===== src/rtl/msi_rt_pkg.sv =====
package msi_rt_pkg;

   typedef enum logic [1:0] {
      SEQ_IDLE = 2'd0,
      SEQ_IND  = 2'd1,
      SEQ_SUM  = 2'd2
   } seq_state_t;

   // MSB-first bit numbering inside a byte
   function automatic logic [7:0] msb_first_mask(input logic [2:0] pos);
      return 8'h80 >> pos;
   endfunction

endpackage


===== src/rtl/msi_rt_split.sv =====
module msi_rt_split #(
   parameter int DATA_W   = 32,
   parameter int VEC_BITS = 11,
   localparam int IDX_W   = DATA_W - VEC_BITS
) (
   input  logic [DATA_W-1:0]   data,
   output logic [IDX_W-1:0]    idx,
   output logic [VEC_BITS-1:0] vec
);
   assign idx = data[DATA_W-1:VEC_BITS];
   assign vec = data[VEC_BITS-1:0];
endmodule


===== src/rtl/msi_rt_locate.sv =====
module msi_rt_locate
   import msi_rt_pkg::*;
#(
   parameter int ADDR_W   = 32,
   parameter int OFF_W    = 16,
   parameter int VEC_BITS = 11,
   parameter bit ADD_VEC  = 1'b1,
   localparam int NUM_W   = ((OFF_W > VEC_BITS) ? OFF_W : VEC_BITS) + 1
) (
   input  logic [ADDR_W-1:0]   base,
   input  logic [OFF_W-1:0]    off,
   input  logic [VEC_BITS-1:0] vec,
   output logic [ADDR_W-1:0]   byte_addr,
   output logic [7:0]          mask
);
   logic [NUM_W-1:0] bit_num;

   generate
      if (ADD_VEC) begin : g_with_vec
         assign bit_num = NUM_W'(off) + NUM_W'(vec);
      end else begin : g_off_only
         logic unused_vec;
         assign unused_vec = ^vec;
         assign bit_num    = NUM_W'(off);
      end
   endgenerate

   assign byte_addr = base + ADDR_W'(bit_num >> 3);
   assign mask      = msb_first_mask(bit_num[2:0]);
endmodule


===== src/rtl/msi_rt_seq.sv =====
module msi_rt_seq
   import msi_rt_pkg::*;
#(
   parameter int ADDR_W      = 32,
   parameter int IDX_W       = 21,
   parameter int VEC_BITS    = 11,
   parameter int ISC_W       = 3,
   parameter int DET_W       = 32,
   parameter int VEC_SHIFT   = 16,
   parameter logic [15:0] NOMSI_CODE  = 16'h0001,
   parameter logic [15:0] AIRERR_CODE = 16'h0002
) (
   input  logic                clk,
   input  logic                rst_n,
   input  logic                wr_valid,
   input  logic [ADDR_W-1:0]   wr_addr,
   input  logic [IDX_W-1:0]    idx,
   input  logic [VEC_BITS-1:0] vec,
   input  logic                dev_present,
   input  logic                dev_enabled,
   input  logic [ADDR_W-1:0]   ind_addr,
   input  logic [7:0]          ind_mask,
   input  logic [ADDR_W-1:0]   sum_addr,
   input  logic [7:0]          sum_mask,
   input  logic [ISC_W-1:0]    isc,
   output logic                busy,
   output logic                rmw_req,
   output logic [ADDR_W-1:0]   rmw_addr,
   output logic [7:0]          rmw_mask,
   input  logic                rmw_ack,
   input  logic [7:0]          rmw_old,
   input  logic                rmw_err,
   output logic                irq_valid,
   output logic [ISC_W-1:0]    irq_isc,
   output logic                err_valid,
   output logic [15:0]         err_code,
   output logic [IDX_W-1:0]    err_handle,
   output logic [ADDR_W-1:0]   err_addr,
   output logic [DET_W-1:0]    err_detail
);
   seq_state_t          state_q, state_d;
   logic [ADDR_W-1:0]   ind_addr_q, sum_addr_q;
   logic [7:0]          ind_mask_q, sum_mask_q;
   logic [ISC_W-1:0]    isc_q;
   logic                accept, start_seq, no_dev, step_done;

   assign accept    = wr_valid && (state_q == SEQ_IDLE);
   assign no_dev    = accept && !dev_present;
   assign start_seq = accept && dev_present && dev_enabled;
   assign step_done = rmw_req && rmw_ack;

   always_comb begin
      state_d = state_q;
      unique case (state_q)
         SEQ_IDLE: if (start_seq) state_d = SEQ_IND;
         SEQ_IND:  if (step_done) state_d = SEQ_SUM;
         SEQ_SUM:  if (step_done) state_d = SEQ_IDLE;
         default:  state_d = SEQ_IDLE;
      endcase
   end

   assign busy     = (state_q != SEQ_IDLE);
   assign rmw_req  = busy;
   assign rmw_addr = (state_q == SEQ_SUM) ? sum_addr_q : ind_addr_q;
   assign rmw_mask = (state_q == SEQ_SUM) ? sum_mask_q : ind_mask_q;

   always_ff @(posedge clk or negedge rst_n) begin
      if (!rst_n) begin
         state_q    <= SEQ_IDLE;
         ind_addr_q <= '0;
         sum_addr_q <= '0;
         ind_mask_q <= '0;
         sum_mask_q <= '0;
         isc_q      <= '0;
      end else begin
         state_q <= state_d;
         if (start_seq) begin
            ind_addr_q <= ind_addr;
            ind_mask_q <= ind_mask;
            sum_addr_q <= sum_addr;
            sum_mask_q <= sum_mask;
            isc_q      <= isc;
         end
      end
   end

   always_ff @(posedge clk or negedge rst_n) begin
      if (!rst_n) begin
         irq_valid  <= 1'b0;
         irq_isc    <= '0;
         err_valid  <= 1'b0;
         err_code   <= '0;
         err_handle <= '0;
         err_addr   <= '0;
         err_detail <= '0;
      end else begin
         irq_valid <= step_done && (state_q == SEQ_SUM) && !rmw_err && (rmw_old == 8'h00);
         irq_isc   <= isc_q;
         err_valid <= no_dev || (step_done && rmw_err);
         if (no_dev) begin
            err_code   <= NOMSI_CODE;
            err_handle <= idx;
            err_addr   <= wr_addr;
            err_detail <= DET_W'(vec) << VEC_SHIFT;
         end else if (step_done && rmw_err) begin
            err_code   <= AIRERR_CODE;
            err_handle <= '0;
            err_addr   <= '0;
            err_detail <= '0;
         end
      end
   end
endmodule


===== src/rtl/msi_bit_router.sv =====
module msi_bit_router #(
   parameter int ADDR_W    = 32,
   parameter int DATA_W    = 32,
   parameter int VEC_BITS  = 11,
   parameter int OFF_W     = 16,
   parameter int ISC_W     = 3,
   parameter int RD_W      = 32,
   parameter int VEC_SHIFT = 16,
   parameter logic [15:0] NOMSI_CODE  = 16'h0001,
   parameter logic [15:0] AIRERR_CODE = 16'h0002
) (
   input  logic                       clk,
   input  logic                       rst_n,
   input  logic                       wr_valid,
   input  logic [ADDR_W-1:0]          wr_addr,
   input  logic [DATA_W-1:0]          wr_data,
   input  logic                       rd_en,
   output logic                       rd_valid,
   output logic [RD_W-1:0]            rd_data,
   input  logic                       dev_present,
   input  logic                       dev_enabled,
   input  logic [ADDR_W-1:0]          ind_base,
   input  logic [OFF_W-1:0]           ind_off,
   input  logic [ADDR_W-1:0]          sum_base,
   input  logic [OFF_W-1:0]           sum_off,
   input  logic [ISC_W-1:0]           isc,
   output logic                       busy,
   output logic                       rmw_req,
   output logic [ADDR_W-1:0]          rmw_addr,
   output logic [7:0]                 rmw_mask,
   input  logic                       rmw_ack,
   input  logic [7:0]                 rmw_old,
   input  logic                       rmw_err,
   output logic                       irq_valid,
   output logic [ISC_W-1:0]           irq_isc,
   output logic                       err_valid,
   output logic [15:0]                err_code,
   output logic [DATA_W-VEC_BITS-1:0] err_handle,
   output logic [ADDR_W-1:0]          err_addr,
   output logic [31:0]                err_detail
);
   localparam int IDX_W   = DATA_W - VEC_BITS;
   localparam int DET_W   = 32;
   localparam int N_ARRAY = 2;

   generate
      if (VEC_BITS < 1 || VEC_BITS >= DATA_W) begin : g_bad_split
         $error("VEC_BITS must lie inside the data word");
      end
      if (VEC_SHIFT + VEC_BITS > DET_W) begin : g_bad_shift
         $error("vector does not fit in the error detail word");
      end
      if (ADDR_W < 4 || OFF_W < 3) begin : g_bad_width
         $error("address or offset width too small");
      end
   endgenerate

   logic [IDX_W-1:0]    idx;
   logic [VEC_BITS-1:0] vec;

   msi_rt_split #(.DATA_W(DATA_W), .VEC_BITS(VEC_BITS)) u_split (
      .data (wr_data),
      .idx  (idx),
      .vec  (vec)
   );

   // Array 0: per-vector indicator; array 1: summary (offset only)
   logic [ADDR_W-1:0] loc_base [N_ARRAY];
   logic [OFF_W-1:0]  loc_off  [N_ARRAY];
   logic [ADDR_W-1:0] loc_addr [N_ARRAY];
   logic [7:0]        loc_mask [N_ARRAY];

   assign loc_base[0] = ind_base;
   assign loc_off[0]  = ind_off;
   assign loc_base[1] = sum_base;
   assign loc_off[1]  = sum_off;

   for (genvar g = 0; g < N_ARRAY; g++) begin : g_loc
      msi_rt_locate #(
         .ADDR_W   (ADDR_W),
         .OFF_W    (OFF_W),
         .VEC_BITS (VEC_BITS),
         .ADD_VEC  (g == 0)
      ) u_loc (
         .base      (loc_base[g]),
         .off       (loc_off[g]),
         .vec       (vec),
         .byte_addr (loc_addr[g]),
         .mask      (loc_mask[g])
      );
   end

   msi_rt_seq #(
      .ADDR_W      (ADDR_W),
      .IDX_W       (IDX_W),
      .VEC_BITS    (VEC_BITS),
      .ISC_W       (ISC_W),
      .DET_W       (DET_W),
      .VEC_SHIFT   (VEC_SHIFT),
      .NOMSI_CODE  (NOMSI_CODE),
      .AIRERR_CODE (AIRERR_CODE)
   ) u_seq (
      .clk         (clk),
      .rst_n       (rst_n),
      .wr_valid    (wr_valid),
      .wr_addr     (wr_addr),
      .idx         (idx),
      .vec         (vec),
      .dev_present (dev_present),
      .dev_enabled (dev_enabled),
      .ind_addr    (loc_addr[0]),
      .ind_mask    (loc_mask[0]),
      .sum_addr    (loc_addr[1]),
      .sum_mask    (loc_mask[1]),
      .isc         (isc),
      .busy        (busy),
      .rmw_req     (rmw_req),
      .rmw_addr    (rmw_addr),
      .rmw_mask    (rmw_mask),
      .rmw_ack     (rmw_ack),
      .rmw_old     (rmw_old),
      .rmw_err     (rmw_err),
      .irq_valid   (irq_valid),
      .irq_isc     (irq_isc),
      .err_valid   (err_valid),
      .err_code    (err_code),
      .err_handle  (err_handle),
      .err_addr    (err_addr),
      .err_detail  (err_detail)
   );

   // Control window reads: always all ones
   always_ff @(posedge clk or negedge rst_n) begin
      if (!rst_n) begin
         rd_valid <= 1'b0;
         rd_data  <= '0;
      end else begin
         rd_valid <= rd_en;
         rd_data  <= rd_en ? '1 : '0;
      end
   end
endmodule


===== config.mk =====
export PLATFORM = sky130hd
export DESIGN_NAME = msi_bit_router
export DESIGN_NICKNAME = d
export VERILOG_FILES = /design/src/rtl/msi_rt_pkg.sv /design/src/rtl/msi_rt_split.sv /design/src/rtl/msi_rt_locate.sv /design/src/rtl/msi_rt_seq.sv /design/src/rtl/msi_bit_router.sv
export SDC_FILE = /design/constraint.sdc
export NUM_CORES = 1
export LEC_CHECK = 0
export BUFFER_PORTS_ARGS = -buffer_cell sky130_fd_sc_hd__buf_2
export CAP_MARGIN = 20
export CORE_AREA = 5 5 173 175
export DETAILED_ROUTE_END_ITERATION = 6
export DIE_AREA = 0 0 178 180
export PLACE_DENSITY = 0.54
export SYNTH_ARGS = -nofsm -noshare
export SYNTH_HDL_FRONTEND = slang
export SYNTH_SLANG_ARGS = --single-unit

===== constraint.sdc =====
create_clock -name clk -period 5.06 [get_ports clk]
set_input_delay 0.759 -clock clk [delete_from_list [all_inputs] [get_ports clk]]
set_output_delay 0.759 -clock clk [all_outputs]
set_load 0.05 [all_outputs]

==> reports/results.txt, run 1 <==
status: finished, final reports clean
P_sw: 2.42 mW
final hold slack: 0.374 ns
die area: 32,000 um^2
Synth Cell Area: 9100 um^2
GP Congestion: 0.827
final period utilization: 86.7%
area of the core: 28,300 um^2
CP arrival: 4.75 ns
pwr/cell area: 467 nW/um^2
Rows: 62
IO Port Bufs: 324
max incr delay on CP: 0.47 ns
# DRC: 0
Peak VDD IR: 238 uV
sequential area share after synthesis: 43.2%
Internal Power: 2.89 mW
drt first pass iters: 5
post-CTS setup buffers: 0
Reg clk slew, reported paths: 0.08 ns
setup TNS: 0 ns
hold crit path type: primary input to asynchronous set/reset pin
Leakage: 5.76 nW
gate count of the mapped netlist: 916
Wirelength per Cell: 16.8 um
CTS Sinks: 157
Top FF cell, synth: dfrtp_1
share of cells above drive strength 1: 35.4%
Hold Buf Count CTS: 0
sw frac: 45.6%
Achievable Freq: 228 MHz
DP Worst Slack: 0.258 ns
first-pass GRT wire length: 41,000 um
EDFF count, synth: 0
post-synth cell types: 68
critical path class: primary input to flop
area leader, netlist: dfrtp_1
GR Overflow Total: 0
Comb pwr share: 42.6%
via count of the first global-routing pass: 7,401
Synth-to-Final Area Change: 24.9%
Flop pwr share: 32.8%
antenna viol nets, final: 0
Final Total Pwr: 5.31 mW
worst-margin pin slew: 0.784 ns
kind of cell adding the most delay to the critical path: compound AO/OA/AOI/OAI gates
First DRT Iteration DRCs: 308
M1 WL: 11,400 um
CTS Root Buffer Type: clkbuf_16
crit path buf inv count: 2
nets: 1,412
Crit path required time: 5.42 ns
RSZ-0062 raised after global routing: no
Final Hold Viols: 0
Yosys top cell area share: 43.2%
placed cell count: 1,556
die width: 178 um
crit path cell chain: buf_2 > ha_1 > inv_1 > fa_1 > nor2b_1 > o21ai_0 > a21boi_1 > o211ai_1 > a31oi_1 > o21ai_0 > xnor2_1 > ha_1 > nand3_1 > a211oi_2 > or3_1 > nand2_2 > or4_1 > nand3_1
Critical Path Sink Type: flop
clock buffer depth: 2
top post-synthesis cells by area: dfrtp_1, a22o_1, buf_4
vias per cell: 4.76
DR top layer: met5
CP Launch Type: primary input
cts bufs inserted: 17
pin count of the biggest net entering global routing: 84
Synth warnings: 0
Slew HR: 47.8%
syn_area_per_cell: 9.94 um^2
CTS tree: done
Final setup viols: 0
I/O pin cnt: 360
clock latency at the later pin of the worst-skew pair: 0.42 ns
final worst path period need: 4.39 ns
DP HPWL: 20,700 um
DR WL met3: 1780 um
H-tree level count: 4
maxcap violations: 0
Clk pwr share: 24.6%
worst-path maximum fanout: 7
Async S/R FF share, synth: 100%
slowest CP cell: or4_1
worst setup margin: 0.673 ns
Slew Viols, Final: 0
initial antenna violation count: 5
Total GRT Usage: 16.0%
met2 routed WL: 13,100 um
clock skew: 0.0124 ns
synthesis-stage register bit count: 157
fin cells: 1,591
CTS resizes: 0
Initial Utilization: 32.1%
DR vias: 7,576
Die Y: 180 um
Detailed Route WL: 26,700 um
-- worst paths after layout --
check | start | endpoint | slack [ns] | depth (start not counted)
setup reg to reg | u_seq.state_q[0] | u_seq.err_detail[26] | 2.74 | 7
hold reg to reg | u_seq.isc_q[1] | u_seq.irq_isc[1] | 0.37 | 0
max in group asynchronous | rst_n | u_seq.ind_addr_q[17] | 3.60 | 2
hold / removal | rst_n | u_seq.err_addr[2] | 0.37 | 1
setup / recovery | wr_data[0] | u_seq.ind_addr_q[22] | 0.67 | 18
min in group clk | u_seq.isc_q[1] | u_seq.irq_isc[1] | 0.37 | 0
-- per-stage QoR --
stage                     cell area [um^2]  util (%)
after floorplan                       9230         -
after global placement               10700      37.9
after detailed placement             10700      37.9
after CTS                            11400      40.1
after global routing                 11400      40.2
final                                11400      40.2
-- routing by layer --
metal  global-route usage, %  vias to the layer above
met5                       0                        -
met4                    3.96                        6
met3                    3.82                       28
met2                    27.7                      254
met1                    20.2                     3561
li1                        -                     3727
-- cell type report --
| type | count | area, um^2 |
|---|---|---|
| Inverter | 22 | 82.6 |
| Timing Repair Buffer | 332 | 1700 |
| Multi-Input combinational cell | 662 | 4570 |
| Antenna cell | 2 | 5.00 |
| Tap cell | 384 | 480 |
| Sequential cell | 157 | 3930 |
| Clock inverter | 15 | 188 |
| Fill cell | 2923 | 16900 |
| Clock buffer | 17 | 425 |
-- cells in the mapped netlist (4+ instances only) --
cell type and instances:
ha_1 38, a21oi_1 24, and2_1 6, a22o_1 64, o21ai_1 5, mux2_2 40, a31oi_1 10, o21a_1 6
nor2_1 24, or3_1 10, nor2b_1 7, inv_1 22, o21ai_0 67, o211ai_1 7, xnor2_1 21, nand3_1 22
nor3_1 4, nand2_1 118, dfrtp_1 157, nand4_1 12, a21o_1 14, nand2b_1 8, o41ai_1 4, and3_1 15
buf_4 69, xor2_1 41, clkbuf_1 26, buf_1 12, o31ai_1 14
-- power groups by stage --
stage	logic (mW)	registers, mW	clock network [mW]
after global placement	2.27	1.76	0
after CTS	2.29	1.74	1.35
final	2.26	1.74	1.31
after global routing	2.42	1.79	1.41
after detailed placement	2.28	1.77	0
after floorplan	1.29	2.18	0
-- layout by cell type, fill, tap and decap left out, types with 3 or more instances in the layout --
master	instances
buf_2	323
inv_1	22
nor2b_1	6
o31ai_1	14
a31oi_1	10
mux2_2	40
and2_1	6
a22o_1	64
fa_1	3
xor2_1	41
nand2_1	118
dfrtp_1	157
o21a_1	6
clkbuf_16	17
nor2_1	21
nor3_1	4
xnor2_1	21
o21ai_1	5
nand4_1	12
a21oi_1	24
and3_1	15
o21ai_0	67
or4_1	3
buf_4	7
a21o_1	14
ha_1	38
o211ai_1	7
or3_1	10
o41ai_1	4
clkinv_8	5
nand2b_1	8
conb_1	35
nand3_1	22
inv_8	5
-- logic make-up after synthesis --
kind of cell    Yosys count  share of synthesized area (%)
fa+ha+maj                41                           5.88
flops                   157                           43.2
compound gates          240                           18.7
xor+xnor                 62                           5.97
other cells               1                         0.0412
simple gates            244                           12.9
buf+inv                 131                           8.34
mux                      40                           4.95
-- registers in the layout, summed over array words and instances (netlist names) --
signal            count
u_seq.err_addr       32
u_seq.isc_q           3
u_seq.err_handle     21
rd_data               1
u_seq.err_code        2
u_seq.irq_isc         3
u_seq.err_valid       1
u_seq.irq_valid       1
u_seq.state_q         2
u_seq.ind_addr_q     32
u_seq.sum_mask_q      8
u_seq.err_detail     11
u_seq.sum_addr_q     32
u_seq.ind_mask_q      8
No activity file was read; power rests on OpenSTA's default activity.
==> run 2, diff against run 1 <==
- CORE_AREA: 5 5 173 175 -> 5 5 138 140
- DIE_AREA: 0 0 178 180 -> 0 0 143 145
- GPL_TIMING_DRIVEN: unset -> 0
- PLACE_DENSITY: 0.54 -> 0.82
==> reports/results.txt, run 2 (synthesis results as in run 1) <==
Hold Buf Count CTS: 0
CP arrival: 4.67 ns
Die Y: 145 um
maxcap violations: 0
final worst path period need: 4.38 ns
area of the core: 17,700 um^2
CTS Sinks: 157
placed cell count: 1,502
Final Hold Viols: 0
via count of the first global-routing pass: 8,337
Total GRT Usage: 25.8%
slowest CP cell: fa_1
fin cells: 1,541
clock skew: 0.0117 ns
Slew HR: 41.6%
Critical Path Sink Type: flop
Synth-to-Final Area Change: 29.7%
CP most frequent cell: o21ai_0
Leakage: 6.15 nW
crit path buf inv count: 2
worst-path maximum fanout: 6
pwr/cell area: 462 nW/um^2
Initial Utilization: 51.4%
Final setup viols: 0
clock latency at the later pin of the worst-skew pair: 0.43 ns
nets: 1,512
CTS Root Buffer Type: clkbuf_16
die area: 20,700 um^2
RSZ-0062 raised after global routing: no
Setup crit start: wr_data[0]
first-pass GRT wire length: 42,500 um
Achievable Freq: 228 MHz
cts bufs inserted: 17
Top Registers: u_seq.err_addr (32), u_seq.ind_addr_q (32), u_seq.sum_addr_q (32)
post-CTS setup buffers: 0
DP HPWL: 21,900 um
kind of cell adding the most delay to the critical path: compound AO/OA/AOI/OAI gates
Reg clk slew, reported paths: 0.06 ns
internal reg-to-reg setup slack: 2.91 ns
pin count of the biggest net entering global routing: 86
antenna viol nets, final: 0
Peak VDD IR: 357 uV
initial antenna violation count: 8
DR vias: 8,255
CTS tree: done
clock buffer depth: 2
FILL cells: 1,435
start of the worst register-to-register path: u_seq.state_q[1]
First DRT Iteration DRCs: 400
max incr delay on CP: 0.43 ns
drt first pass iters: 5
critical path class: primary input to flop
IO Port Bufs: 322
setup TNS: 0 ns
I/O pin cnt: 360
GR Overflow Total: 0
most frequent cells in the layout: buf_2, dfrtp_1, nand2_1
Rows: 49
vias per cell: 5.36
commonest non-fill, non-tap cell in the layout: buf_2
H-tree level count: 4
depth of the worst register-to-register path: 6
worst-margin pin slew: 0.876 ns
CTS resizes: 0
Wirelength per Cell: 18.0 um
final hold slack: 0.361 ns
Slew Viols, Final: 0
# DRC: 0
Detailed Route WL: 27,700 um
crit path cell chain: buf_2 > ha_1 > inv_1 > fa_1 > nor2b_1 > o21ai_0 > a21boi_1 > o211ai_1 > a31oi_1 > o21ai_0 > xnor2_1 > ha_1 > a21o_1 > a21oi_1 > nand2_1 > a32o_1 > o2111ai_1 > xor2_1 > o21ai_0
Crit path required time: 5.34 ns
GP Congestion: 0.896
CP Launch Type: primary input
hold crit path type: primary input to asynchronous set/reset pin
Stages on worst setup path: 19
final period utilization: 86.7%
die width: 143 um
share of cells above drive strength 1: 37.0%
status: finished, final reports clean
run 2: changes by cell type in the layout (fill, tap and decap cells not counted), sizes merged:
cell      previous run  this run
buf                332       406
clkbuf              17        45
diode                2         8
clkinv               7         3
bufinv               0         3
clkinvlp             1         0
inv                 29        28
run 2: worst register-to-register path: stages, from the launching register on:
cell and delay, ns:
dfrtp_1 0.38, nor2_1 0.23, nand2_1 0.13, nor2_1 0.20, clkbuf_1 0.44, buf_1 0.44, a22o_1 0.25
run 2: metrics by stage:
step,instance area [um^2],utilization [%],setup slack [ns],power (mW)
3_5_place_dp,11200,63.0,0.325,4.08
4_1_cts,11800,66.5,0.704,5.46
2_1_floorplan,9230,-,0.929,3.48
3_3_place_gp,11100,62.8,0.378,4.04
5_1_grt,11800,66.6,0.309,5.70
6_report,11800,66.6,0.675,5.45
run 2: worst paths after layout:
kind                                             end
worst max-delay path            u_seq.ind_addr_q[27]
worst min-delay path            u_seq.err_handle[13]
worst max register to register  u_seq.err_detail[21]
worst min register to register      u_seq.irq_isc[0]
max in group asynchronous       u_seq.ind_addr_q[12]
min in group clk                    u_seq.irq_isc[0]
run 2: layout make-up:
cell class	count	area, um^2	area share [%]
multi-input combinational	662	4540	38.5
sequential	157	3930	33.3
timing repair buffer	323	1650	13.9
buffer	109	677	5.73
clock buffer	19	453	3.84
tap	229	287	2.43
clock inverter	12	174	1.47
inverter	22	82.6	0.699
antenna	8	20.0	0.170
run 2: routing by layer:
metal / routed length (um) / up-vias / track usage (%)
met5: 0 / - / 0
met4: 894 / 0 / 10.9
met3: 2070 / 57 / 5.89
met2: 14000 / 337 / 44.0
met1: 10800 / 3917 / 31.1
li1: - / 3944 / -
run 2: report_power, final:
group | switching (mW) | total [mW] | internal (mW) | leakage [nW]
clock network | 0.555 | 1.37 | 0.816 | 0.309
logic | 1.64 | 2.33 | 0.683 | 3.86
registers | 0.182 | 1.75 | 1.57 | 1.98
total | 2.38 | 5.45 | 3.07 | 6.15
